===== src/rtl/pclk_pkg.sv =====
package pclk_pkg;

   // Which flavour of lane to build: a lane locked to phase zero, or one
   // whose phase follows a folded code.
   typedef enum logic {
      LANE_FIXED   = 1'b0,
      LANE_SHIFTED = 1'b1
   } lane_kind_e;

   // Fold a signed-looking code of pw+1 bits into an offset modulo 2**pw.
   function automatic int fold_code(input int code, input int pw);
      int modulus;
      int low;
      modulus = 1 << pw;
      low     = code % modulus;
      if (((code >> pw) & 1) != 0) begin
         return (modulus - low) % modulus;
      end
      return low;
   endfunction

   // Level of a lane when the phase counter sits at cnt.
   function automatic logic lane_level(input int cnt, input int code, input int pw,
                                       input int tap, input logic inv);
      int modulus;
      int diff;
      modulus = 1 << pw;
      diff    = (cnt - fold_code(code, pw) + modulus) % modulus;
      return logic'(((diff >> tap) & 1) != 0) ^ inv;
   endfunction

endpackage


===== src/rtl/pclk_phase_cnt.sv =====
module pclk_phase_cnt #(
   parameter int unsigned PHASE_W = 3
) (
   input  logic               clk_i,
   input  logic               rst_ni,
   output logic [PHASE_W-1:0] cnt_nxt_o,
   output logic               wrap_nxt_o
);

   logic [PHASE_W-1:0] cnt_q;

   assign cnt_nxt_o  = cnt_q + 1'b1;
   assign wrap_nxt_o = (cnt_nxt_o == '0);

   always_ff @(posedge clk_i or negedge rst_ni) begin
      if (!rst_ni) begin
         cnt_q <= '0;
      end else begin
         cnt_q <= cnt_nxt_o;
      end
   end

endmodule


===== src/rtl/pclk_cfg_stage.sv =====
module pclk_cfg_stage #(
   parameter int unsigned         PHASE_W      = 3,
   parameter logic [PHASE_W:0]    SEN_RST_CODE = '0,
   parameter logic [PHASE_W:0]    SEL_RST_CODE = '0
) (
   input  logic                   clk_i,
   input  logic                   rst_ni,
   input  logic                   we_i,
   input  logic [2*PHASE_W+1:0]   wdata_i,
   input  logic                   wrap_nxt_i,
   output logic [PHASE_W:0]       sen_code_nxt_o,
   output logic [PHASE_W:0]       sel_code_nxt_o
);

   localparam int unsigned CODE_W = PHASE_W + 1;

   logic [CODE_W-1:0] sen_pend_q, sel_pend_q;
   logic [CODE_W-1:0] sen_pend_d, sel_pend_d;
   logic [CODE_W-1:0] sen_live_q, sel_live_q;

   // A write lands in the pending copy at once; the live copy follows
   // only on the edge that brings the counter back to zero.
   assign sen_pend_d = we_i ? wdata_i[CODE_W-1:0]        : sen_pend_q;
   assign sel_pend_d = we_i ? wdata_i[2*CODE_W-1:CODE_W] : sel_pend_q;

   assign sen_code_nxt_o = wrap_nxt_i ? sen_pend_d : sen_live_q;
   assign sel_code_nxt_o = wrap_nxt_i ? sel_pend_d : sel_live_q;

   always_ff @(posedge clk_i or negedge rst_ni) begin
      if (!rst_ni) begin
         sen_pend_q <= SEN_RST_CODE;
         sel_pend_q <= SEL_RST_CODE;
         sen_live_q <= SEN_RST_CODE;
         sel_live_q <= SEL_RST_CODE;
      end else begin
         sen_pend_q <= sen_pend_d;
         sel_pend_q <= sel_pend_d;
         sen_live_q <= sen_code_nxt_o;
         sel_live_q <= sel_code_nxt_o;
      end
   end

endmodule


===== src/rtl/pclk_lane.sv =====
module pclk_lane #(
   parameter int unsigned          PHASE_W   = 3,
   parameter pclk_pkg::lane_kind_e KIND      = pclk_pkg::LANE_SHIFTED,
   parameter int unsigned          TAP       = 2,
   parameter logic                 INV       = 1'b0,
   parameter logic                 RST_LEVEL = 1'b0
) (
   input  logic               clk_i,
   input  logic               rst_ni,
   input  logic [PHASE_W-1:0] cnt_nxt_i,
   input  logic [PHASE_W:0]   code_nxt_i,
   output logic               wave_o
);

   logic [PHASE_W-1:0] off;
   logic [PHASE_W-1:0] diff;
   logic               level;
   logic               wave_q;

   generate
      if (TAP >= PHASE_W) begin : g_bad_tap
         $error("pclk_lane: TAP must index a bit of the phase counter");
      end
      if (KIND == pclk_pkg::LANE_FIXED) begin : g_fixed
         logic unused_code;
         assign unused_code = ^code_nxt_i;
         assign off         = '0;
      end else begin : g_shifted
         logic [PHASE_W-1:0] mag;
         assign mag = code_nxt_i[PHASE_W-1:0];
         // A set top bit means an advance; an advance of m equals a delay of
         // (modulus - m), which is the two's complement of m in PHASE_W bits.
         assign off = code_nxt_i[PHASE_W] ? ('0 - mag) : mag;
      end
   endgenerate

   assign diff  = cnt_nxt_i - off;
   assign level = diff[TAP] ^ INV;

   always_ff @(posedge clk_i or negedge rst_ni) begin
      if (!rst_ni) begin
         wave_q <= RST_LEVEL;
      end else begin
         wave_q <= level;
      end
   end

   assign wave_o = wave_q;

endmodule


===== src/rtl/phase_clkgen.sv =====
module phase_clkgen #(
   parameter int unsigned PHASE_W      = 3,
   parameter logic [3:0]  SEN_RST_CODE = 4'b0000,
   parameter logic [3:0]  SEL_RST_CODE = 4'b1100
) (
   input  logic       clk_i,
   input  logic       rst_ni,
   input  logic       cfg_we_i,
   input  logic [7:0] cfg_wdata_i,
   output logic       adc_clk_o,
   output logic       sen_clk_o,
   output logic       sel_clk_o
);

   localparam int unsigned CODE_W  = PHASE_W + 1;
   localparam int unsigned CFG_W   = 2 * CODE_W;
   localparam int unsigned SLOW_TAP = PHASE_W - 1;
   localparam int unsigned FAST_TAP = PHASE_W - 2;

   localparam logic ADC_RST_LVL =
      pclk_pkg::lane_level(0, 0, int'(PHASE_W), int'(SLOW_TAP), 1'b0);
   localparam logic SEN_RST_LVL =
      pclk_pkg::lane_level(0, int'(SEN_RST_CODE), int'(PHASE_W), int'(FAST_TAP), 1'b1);
   localparam logic SEL_RST_LVL =
      pclk_pkg::lane_level(0, int'(SEL_RST_CODE), int'(PHASE_W), int'(SLOW_TAP), 1'b0);

   generate
      if (PHASE_W != 3) begin : g_bad_width
         $error("phase_clkgen: the 8-bit configuration word needs PHASE_W == 3");
      end
      if (CFG_W != 8) begin : g_bad_cfg
         $error("phase_clkgen: configuration word width mismatch");
      end
   endgenerate

   logic [PHASE_W-1:0] cnt_nxt;
   logic               wrap_nxt;
   logic [CODE_W-1:0]  sen_code_nxt;
   logic [CODE_W-1:0]  sel_code_nxt;

   pclk_phase_cnt #(
      .PHASE_W   (PHASE_W)
   ) i_cnt (
      .clk_i     (clk_i),
      .rst_ni    (rst_ni),
      .cnt_nxt_o (cnt_nxt),
      .wrap_nxt_o(wrap_nxt)
   );

   pclk_cfg_stage #(
      .PHASE_W       (PHASE_W),
      .SEN_RST_CODE  (SEN_RST_CODE),
      .SEL_RST_CODE  (SEL_RST_CODE)
   ) i_cfg (
      .clk_i         (clk_i),
      .rst_ni        (rst_ni),
      .we_i          (cfg_we_i),
      .wdata_i       (cfg_wdata_i),
      .wrap_nxt_i    (wrap_nxt),
      .sen_code_nxt_o(sen_code_nxt),
      .sel_code_nxt_o(sel_code_nxt)
   );

   pclk_lane #(
      .PHASE_W  (PHASE_W),
      .KIND     (pclk_pkg::LANE_FIXED),
      .TAP      (SLOW_TAP),
      .INV      (1'b0),
      .RST_LEVEL(ADC_RST_LVL)
   ) i_adc_lane (
      .clk_i     (clk_i),
      .rst_ni    (rst_ni),
      .cnt_nxt_i (cnt_nxt),
      .code_nxt_i('0),
      .wave_o    (adc_clk_o)
   );

   pclk_lane #(
      .PHASE_W  (PHASE_W),
      .KIND     (pclk_pkg::LANE_SHIFTED),
      .TAP      (FAST_TAP),
      .INV      (1'b1),
      .RST_LEVEL(SEN_RST_LVL)
   ) i_sen_lane (
      .clk_i     (clk_i),
      .rst_ni    (rst_ni),
      .cnt_nxt_i (cnt_nxt),
      .code_nxt_i(sen_code_nxt),
      .wave_o    (sen_clk_o)
   );

   pclk_lane #(
      .PHASE_W  (PHASE_W),
      .KIND     (pclk_pkg::LANE_SHIFTED),
      .TAP      (SLOW_TAP),
      .INV      (1'b0),
      .RST_LEVEL(SEL_RST_LVL)
   ) i_sel_lane (
      .clk_i     (clk_i),
      .rst_ni    (rst_ni),
      .cnt_nxt_i (cnt_nxt),
      .code_nxt_i(sel_code_nxt),
      .wave_o    (sel_clk_o)
   );

endmodule


===== config.mk =====
export PLATFORM = sky130hd
export DESIGN_NAME = phase_clkgen
export DESIGN_NICKNAME = d
export VERILOG_FILES = /design/src/rtl/pclk_pkg.sv /design/src/rtl/pclk_phase_cnt.sv /design/src/rtl/pclk_cfg_stage.sv /design/src/rtl/pclk_lane.sv /design/src/rtl/phase_clkgen.sv
export SDC_FILE = /design/constraint.sdc
export NUM_CORES = 1
export LEC_CHECK = 0
export ABC_CLOCK_PERIOD_IN_PS = 2500
export CAP_MARGIN = 20
export CELL_PAD_IN_SITES_DETAIL_PLACEMENT = 1
export CELL_PAD_IN_SITES_GLOBAL_PLACEMENT = 2
export CORE_MARGIN = 1
export CORE_UTILIZATION = 36
export DETAILED_ROUTE_END_ITERATION = 10
export DONT_BUFFER_PORTS = 1
export PLACE_DENSITY_LB_ADDON = 0.1
export SLEW_MARGIN = 20
export SYNTH_ARGS = -nofsm -noshare
export SYNTH_HDL_FRONTEND = slang
export SYNTH_SLANG_ARGS = --single-unit

===== constraint.sdc =====
create_clock -name clk_i -period 2.5 [get_ports clk_i]
set_input_delay 0.25 -clock clk_i [delete_from_list [all_inputs] [get_ports clk_i]]
set_output_delay 0.25 -clock clk_i [all_outputs]
set_load 0.01 [all_outputs]

# Word-level counts from Yosys, hierarchy flattened
# Cells that the tools add are included.
totals:
  ff_bits: 22
  in_bits: 11
  wordCells: 21
  output_inout_bits: 3
op_classes:
  n_reduce_logical: 1
  bitwise_logic: 1
  addsub: 5
  muxes: 6
op_table:
  columns: ["cell", "n"]
  rows:
  - ["$mux 4", 4]
  - ["$add 3x1->3 const B", 1]
  - ["$logic_not 3->1", 1]
  - ["$mux 3", 1]
  - ["$sub 1x3->3 const A", 1]
  - ["$sub 3x3->3", 1]
  - ["$mux 2", 1]
  - ["$sub 1x2->2 const A", 1]
  - ["$sub 2x2->2", 1]
  - ["$not 1->1", 1]

# Longest topological paths before layout
depth:
  depth_word: 7
  mapped_depth: 12

# Modules after synthesis
# A second synthesis with hierarchy kept.
hier_totals:
  hier_cells: 59
  hier_area_um2: 963.4
modules_own_cells:
  columns: ["mod", "area_each_um2", "seq_area_each_um2", "cells_each", "n_inst"]
  rows:
  - ["pclk_cfg_stage", 661.9, 405.4, 34, 1]
  - ["pclk_lane at i_sel_lane", 112.6, 26.3, 12, 1]
  - ["pclk_phase_cnt", 103.8, 75.1, 6, 1]
  - ["pclk_lane at i_sen_lane", 56.3, 26.3, 5, 1]
  - ["pclk_lane at i_adc_lane", 25.0, 25.0, 1, 1]
  - ["phase_clkgen", 3.8, 0.0, 1, 1]

# Least setup slack after synthesis
# OpenSTA, ideal clock, no wires.
synth_path:
  path_type: "reg-to-reg"
  start: "register i_cnt.cnt_q[0]"
  end: "register i_sel_lane.wave_q, in the netlist i_sel_lane.wave_o"
  setup_ns: 0.075
  t_arrival_ns: 2.484
  path_stages_with_launch: 13
  slack_ns: -0.059
  cell_sequence: "dfrtp_1 -> ha_1 -> xnor2_1 -> nand2_2 -> clkbuf_8 -> mux2_2 -> inv_1 -> ha_1 -> mux2i_1 -> ha_1 -> nor2_1 -> a31oi_4 -> xnor2_1"
synth_between:
  elab_chain_cells: 6
synth_lines:
  columns: ["item", "line", "source"]
  rows:
  - ["from (decl)", "pclk_phase_cnt.sv:10", "logic [PHASE_W-1:0] cnt_q;"]
  - ["from (signal assigned)", "pclk_phase_cnt.sv:19", "cnt_q <= cnt_nxt_o;"]
  - ["$add 3x1->3 *", "pclk_phase_cnt.sv:12", "assign cnt_nxt_o = cnt_q + 1'b1;"]
  - ["$logic_not 3->1 *", "pclk_phase_cnt.sv:13", "assign wrap_nxt_o = (cnt_nxt_o == '0);"]
  - ["$mux 4 *", "pclk_cfg_stage.sv:27", "assign sel_code_nxt_o = wrap_nxt_i ? sel_pend_d : sel_live_q;"]
  - ["net i_cfg.sel_code_nxt_o[1]", "pclk_cfg_stage.sv:12", "output logic [PHASE_W:0] sel_code_nxt_o"]
  - ["$sub 1x3->3", "pclk_lane.sv:33", "assign off = code_nxt_i[PHASE_W] ? ('0 - mag) : mag;"]
  - ["$mux 3 *", "pclk_lane.sv:33", null]
  - ["$sub 3x3->3 *", "pclk_lane.sv:37", "assign diff = cnt_nxt_i - off;"]
  - ["net i_sel_lane.diff[2]", "pclk_lane.sv:16", "logic [PHASE_W-1:0] diff;"]
  - ["to (signal assigned)", "pclk_lane.sv:44", "wave_q <= level;"]
  - ["to (decl)", "pclk_lane.sv:18", "logic wave_q;"]
# Mark *: on every way through the listed nets, which the timed path passes. The rest lies on a longest branch.

# Final worst setup path
# Ends and elaborated chain as after synthesis.

==> impl_results.rst <==
.. list-table::
   :header-rows: 1

   * - Metric
     - Value
   * - Result of the run
     - finished, final reports clean
   * - RR Endpoint
     - i_sel_lane.wave_o$_DFF_PN1_
   * - Master of the slowest instance on the critical path
     - dfrtp_2
   * - Measured slew at the worst slew-check pin
     - 0.8432 ns
   * - Unrepaired setup endpoints after global routing
     - false
   * - Die width
     - 52.20 µm
   * - Max Cap Violations
     - 0
   * - GP Congestion
     - 0.7535
   * - Max-slew violation count
     - 0
   * - Hold-critical path endpoint
     - i_cfg.sen_pend_q[0]$_DFF_PN0_
   * - Buffer depth of the longest clock path
     - 2
   * - CP Class
     - reg -> reg
   * - Hold Fails Final Rpt
     - 0
   * - Detailed-routing iteration count for the pre-antenna-repair pass
     - 4
   * - Core region area
     - 2297 µm²
   * - Leading cell type by number of instances after synthesis
     - dfrtp_1
   * - Max VDD drop
     - 264.1 µV
   * - Post-layout total power
     - 627.3 µW
   * - Library cell with the largest summed area after synthesis
     - dfrtp_1
   * - Synthesis Warnings
     - 0
   * - Clock Latency Late Sink
     - 0.29 ns
   * - Final critical-path share of the clock period
     - 93.88%
   * - Sequential cell fraction of total power
     - 58.8%
   * - Proportion of synthesized flip-flops having asynchronous set or reset
     - 100.0%
   * - Die Span Y
     - 52.20 µm
   * - Register area
     - 484.2 µm²
   * - WP buf/inv
     - 1
   * - Setup_tns
     - 0 ns
   * - Clock sink count
     - 19
   * - # DRC
     - 0
   * - Area grow syn2layout
     - 10.34%
   * - Maximum net fanout on the critical path
     - 3
   * - Buffers on Ports
     - 0
   * - Area of the mapped netlist
     - 907.1 µm²
   * - Commonest register cell after synthesis
     - dfrtp_1
   * - Summed area of non-filler cells in the final layout
     - 1001 µm²
   * - Min Tclk post-route
     - 2.347 ns
   * - Fmax achieved
     - 426.1 MHz
   * - Clk root buf
     - clkbuf_4
   * - Internal Dissipation
     - 468.5 µW
   * - Portion of total power attributed to the clock network
     - 24.3%
   * - Total global routing overflow
     - 0
   * - Minimum setup slack among reg-to-reg paths
     - 0.15 ns
   * - FF-to-FF Start
     - i_cnt.cnt_q[0]$_DFF_PN0_
   * - Worst slew margin relative to its limit
     - 43.60%
   * - Fraction of post-synthesis cell area in the top cell type by area
     - 35.86%
   * - Maximum level of the CTS H-tree
     - 1
   * - Number of storage elements in the synthesis netlist
     - 19
   * - Proportion of synthesized chip area in sequential cells
     - 53.24%
   * - EDFF count, synth
     - 0
   * - Share of the core filled with cells
     - 43.57%
   * - Kind of start point of the critical path
     - flip-flop
   * - Mean routed wirelength per cell
     - 14.05 µm
   * - Clock tree skew after final layout
     - 0.004459 ns
   * - Final Setup Violations
     - 0
   * - Cell type group with the largest total delay on the critical path
     - adder cells
   * - Switching portion of total power
     - 25.30%
   * - Critical Path Most Common Cell
     - ha_1
   * - Via count of the first global-routing pass
     - 486
   * - Die area
     - 2724 µm²
   * - Vias per inst
     - 4.748
   * - Number of stages on the worst hold path
     - 1
   * - Count of nets left with antenna violations after detail routing
     - 0
   * - Area taken by multi-input logic gates
     - 385.4 µm²
   * - Number of cell rows
     - 17
   * - Net switching power figure
     - 158.7 µW
   * - First-pass GRT wire length
     - 2.421 mm
   * - Net count of the mapped netlist
     - 87
   * - Worst path cell trace
     - ha_2, xnor2_2, nand2_2, mux2_4, inv_1, ha_1, mux2i_1, ha_1, nor2_2, a31oi_4, xnor2_1
   * - Clock tree from TritonCTS
     - done
   * - I/O pin total
     - 14
   * - Number of library cell types mapped by synthesis
     - 21
   * - Kind of path behind the tightest hold check
     - in -> reg
   * - # nets final
     - 95
   * - Static Leakage
     - 0.0004713 µW
   * - Cell area power density
     - 626.7 nW/µm²
   * - Synthesized instance count
     - 72
   * - Crit end category
     - flip-flop
   * - TritonCTS buffer count
     - 3
   * - DP Wirelength
     - 1.036 mm
   * - Synth Area per Inst
     - 12.60 µm²
   * - Top cell types by occurrence after synthesis
     - dfrtp_1 (13), inv_1 (8), dfstp_2 (6), mux2_2 (6), nand2_1 (6)
   * - Vias
     - 508
   * - Comb power frac
     - 16.9%
   * - Fill cell total of the finished layout
     - 249
   * - Highest cell delay on the worst timing path
     - 0.42 ns
   * - Wire length after detailed routing
     - 1.503 mm
   * - Reg2Reg Depth
     - 11
   * - GRT Util Overall
     - 13.21%
   * - Antenna violations before repair
     - 0
   * - Ranking of synthesized cells by area
     - dfrtp_1 (36%), dfstp_2 (17%), mux2_2 (7.4%)
   * - Worst hold path startpoint
     - cfg_wdata_i[0]
   * - Signal arrival time at the worst endpoint
     - 2.57 ns
   * - Fraction of layout cells with a size suffix above 1
     - 36.71%
   * - Number of inserted diodes
     - 0
   * - Required time of the critical path
     - 2.72 ns
   * - Clock-pin slew of the registers on the worst-case setup and hold paths
     - 0.11 ns
   * - Placed Area
     - 943.4 µm²
   * - Effective utilization at floorplan
     - 39.49%
   * - Drt first-iter violations
     - 4
   * - Pin count of the biggest net entering global routing
     - 20
## sequential cells by signal, summed over array words and instances (netlist names)
name               flops
i_cnt.cnt_q            2
i_adc_lane.wave_o      1
i_sel_lane.wave_o      1
i_sen_lane.wave_o      1
i_cfg.sel_live_q       4
i_cfg.sen_live_q       3
i_cfg.sen_pend_q       3
i_cfg.sel_pend_q       4
## per-stage QoR
| stage | hold slack, ns | instances | worst slack [ns] |
|---|---|---|---|
| after global routing | 0.09905 | 107 | 0.01376 |
| after floorplan | -0.04559 | 72 | 0.01764 |
| after global placement | -0.04521 | 100 | 0.08340 |
| final | 0.1157 | 107 | 0.1531 |
| after CTS | 0.1022 | 105 | 0.01310 |
| after detailed placement | -0.04507 | 100 | 0.03069 |
## repair_timing
item / 4_1_cts / 5_1_grt
setup buffers: 0 / 2
hold buffers: 1 / 0
resized for setup: 1 / 2
pin swaps: 1 / 5
setup endpoints to repair: 1 / 1
hold endpoints to repair: 19 / 0
## final cells by class
cell class | count | share of cell area, %
multi-input cells | 43 | 38.50
clock buffers | 4 | 2.625
inverters | 8 | 3.000
flip-flops and latches | 19 | 48.37
repair buffers | 5 | 4.000
well taps | 28 | 3.500
## worst max path at each step
stage                                   to                     start  cells after the start  slack, ns
2_1_floorplan  i_sel_lane.wave_o$_DFF_PN1_  i_cnt.cnt_q[0]$_DFF_PN0_                     12       0.02
3_3_place_gp   i_sel_lane.wave_o$_DFF_PN1_  i_cnt.cnt_q[0]$_DFF_PN0_                     11       0.08
3_5_place_dp   i_sel_lane.wave_o$_DFF_PN1_  i_cnt.cnt_q[0]$_DFF_PN0_                     11       0.03
4_1_cts        i_sel_lane.wave_o$_DFF_PN1_  i_cnt.cnt_q[0]$_DFF_PN0_                     11       0.01
5_1_grt        i_sel_lane.wave_o$_DFF_PN1_  i_cnt.cnt_q[0]$_DFF_PN0_                     11       0.01
6_report       i_sel_lane.wave_o$_DFF_PN1_  i_cnt.cnt_q[0]$_DFF_PN0_                     11       0.15
## cell families (layout without fill, tap and decap cells)
kind of cell / count (synthesis) / after routing / share of synthesized area [%]
flip-flops: 19 / 19 / 53.24
AND/OR/NAND/NOR: 13 / 13 / 6.483
multiplexers: 12 / 12 / 15.17
buffers and inverters: 10 / 17 / 6.069
AO/OA/AOI/OAI: 8 / 8 / 6.897
XOR/XNOR: 6 / 6 / 6.621
adder cells (fa/ha/maj): 4 / 4 / 5.517
## per-layer routing
layer | track usage (%) | routed length [µm] | vias to the layer above
li1 | - | - | 249
met1 | 19.08 | 784 | 247
met5 | 0 | 0 | -
met2 | 17.52 | 629 | 10
met3 | 3.188 | 72 | 2
met4 | 7.895 | 17 | 0
## cells in the final DEF (no fill, tap or decap), drive strengths merged
cell type,n
ha,4
dfrtp,13
dfstp,6
a31oi,1
a21boi,1
mux2i,4
o221ai,1
dlygate4sd3,1
clkbuf,4
xnor2,6
mux2,8
nand2b,2
or2,1
inv,8
a21oi,1
buf,4
nor2,3
o21ai,4
nand2,7
## power groups by stage
stage          Clock (µW)  Combinational (µW)  Sequential [µW]
2_1_floorplan           0                86.8              371
3_3_place_gp            0                94.7              374
3_5_place_dp            0                96.7              374
4_1_cts               163                 105              369
5_1_grt               174                 119              373
6_report              153                 106              369
(Power assumes the default switching activity.)
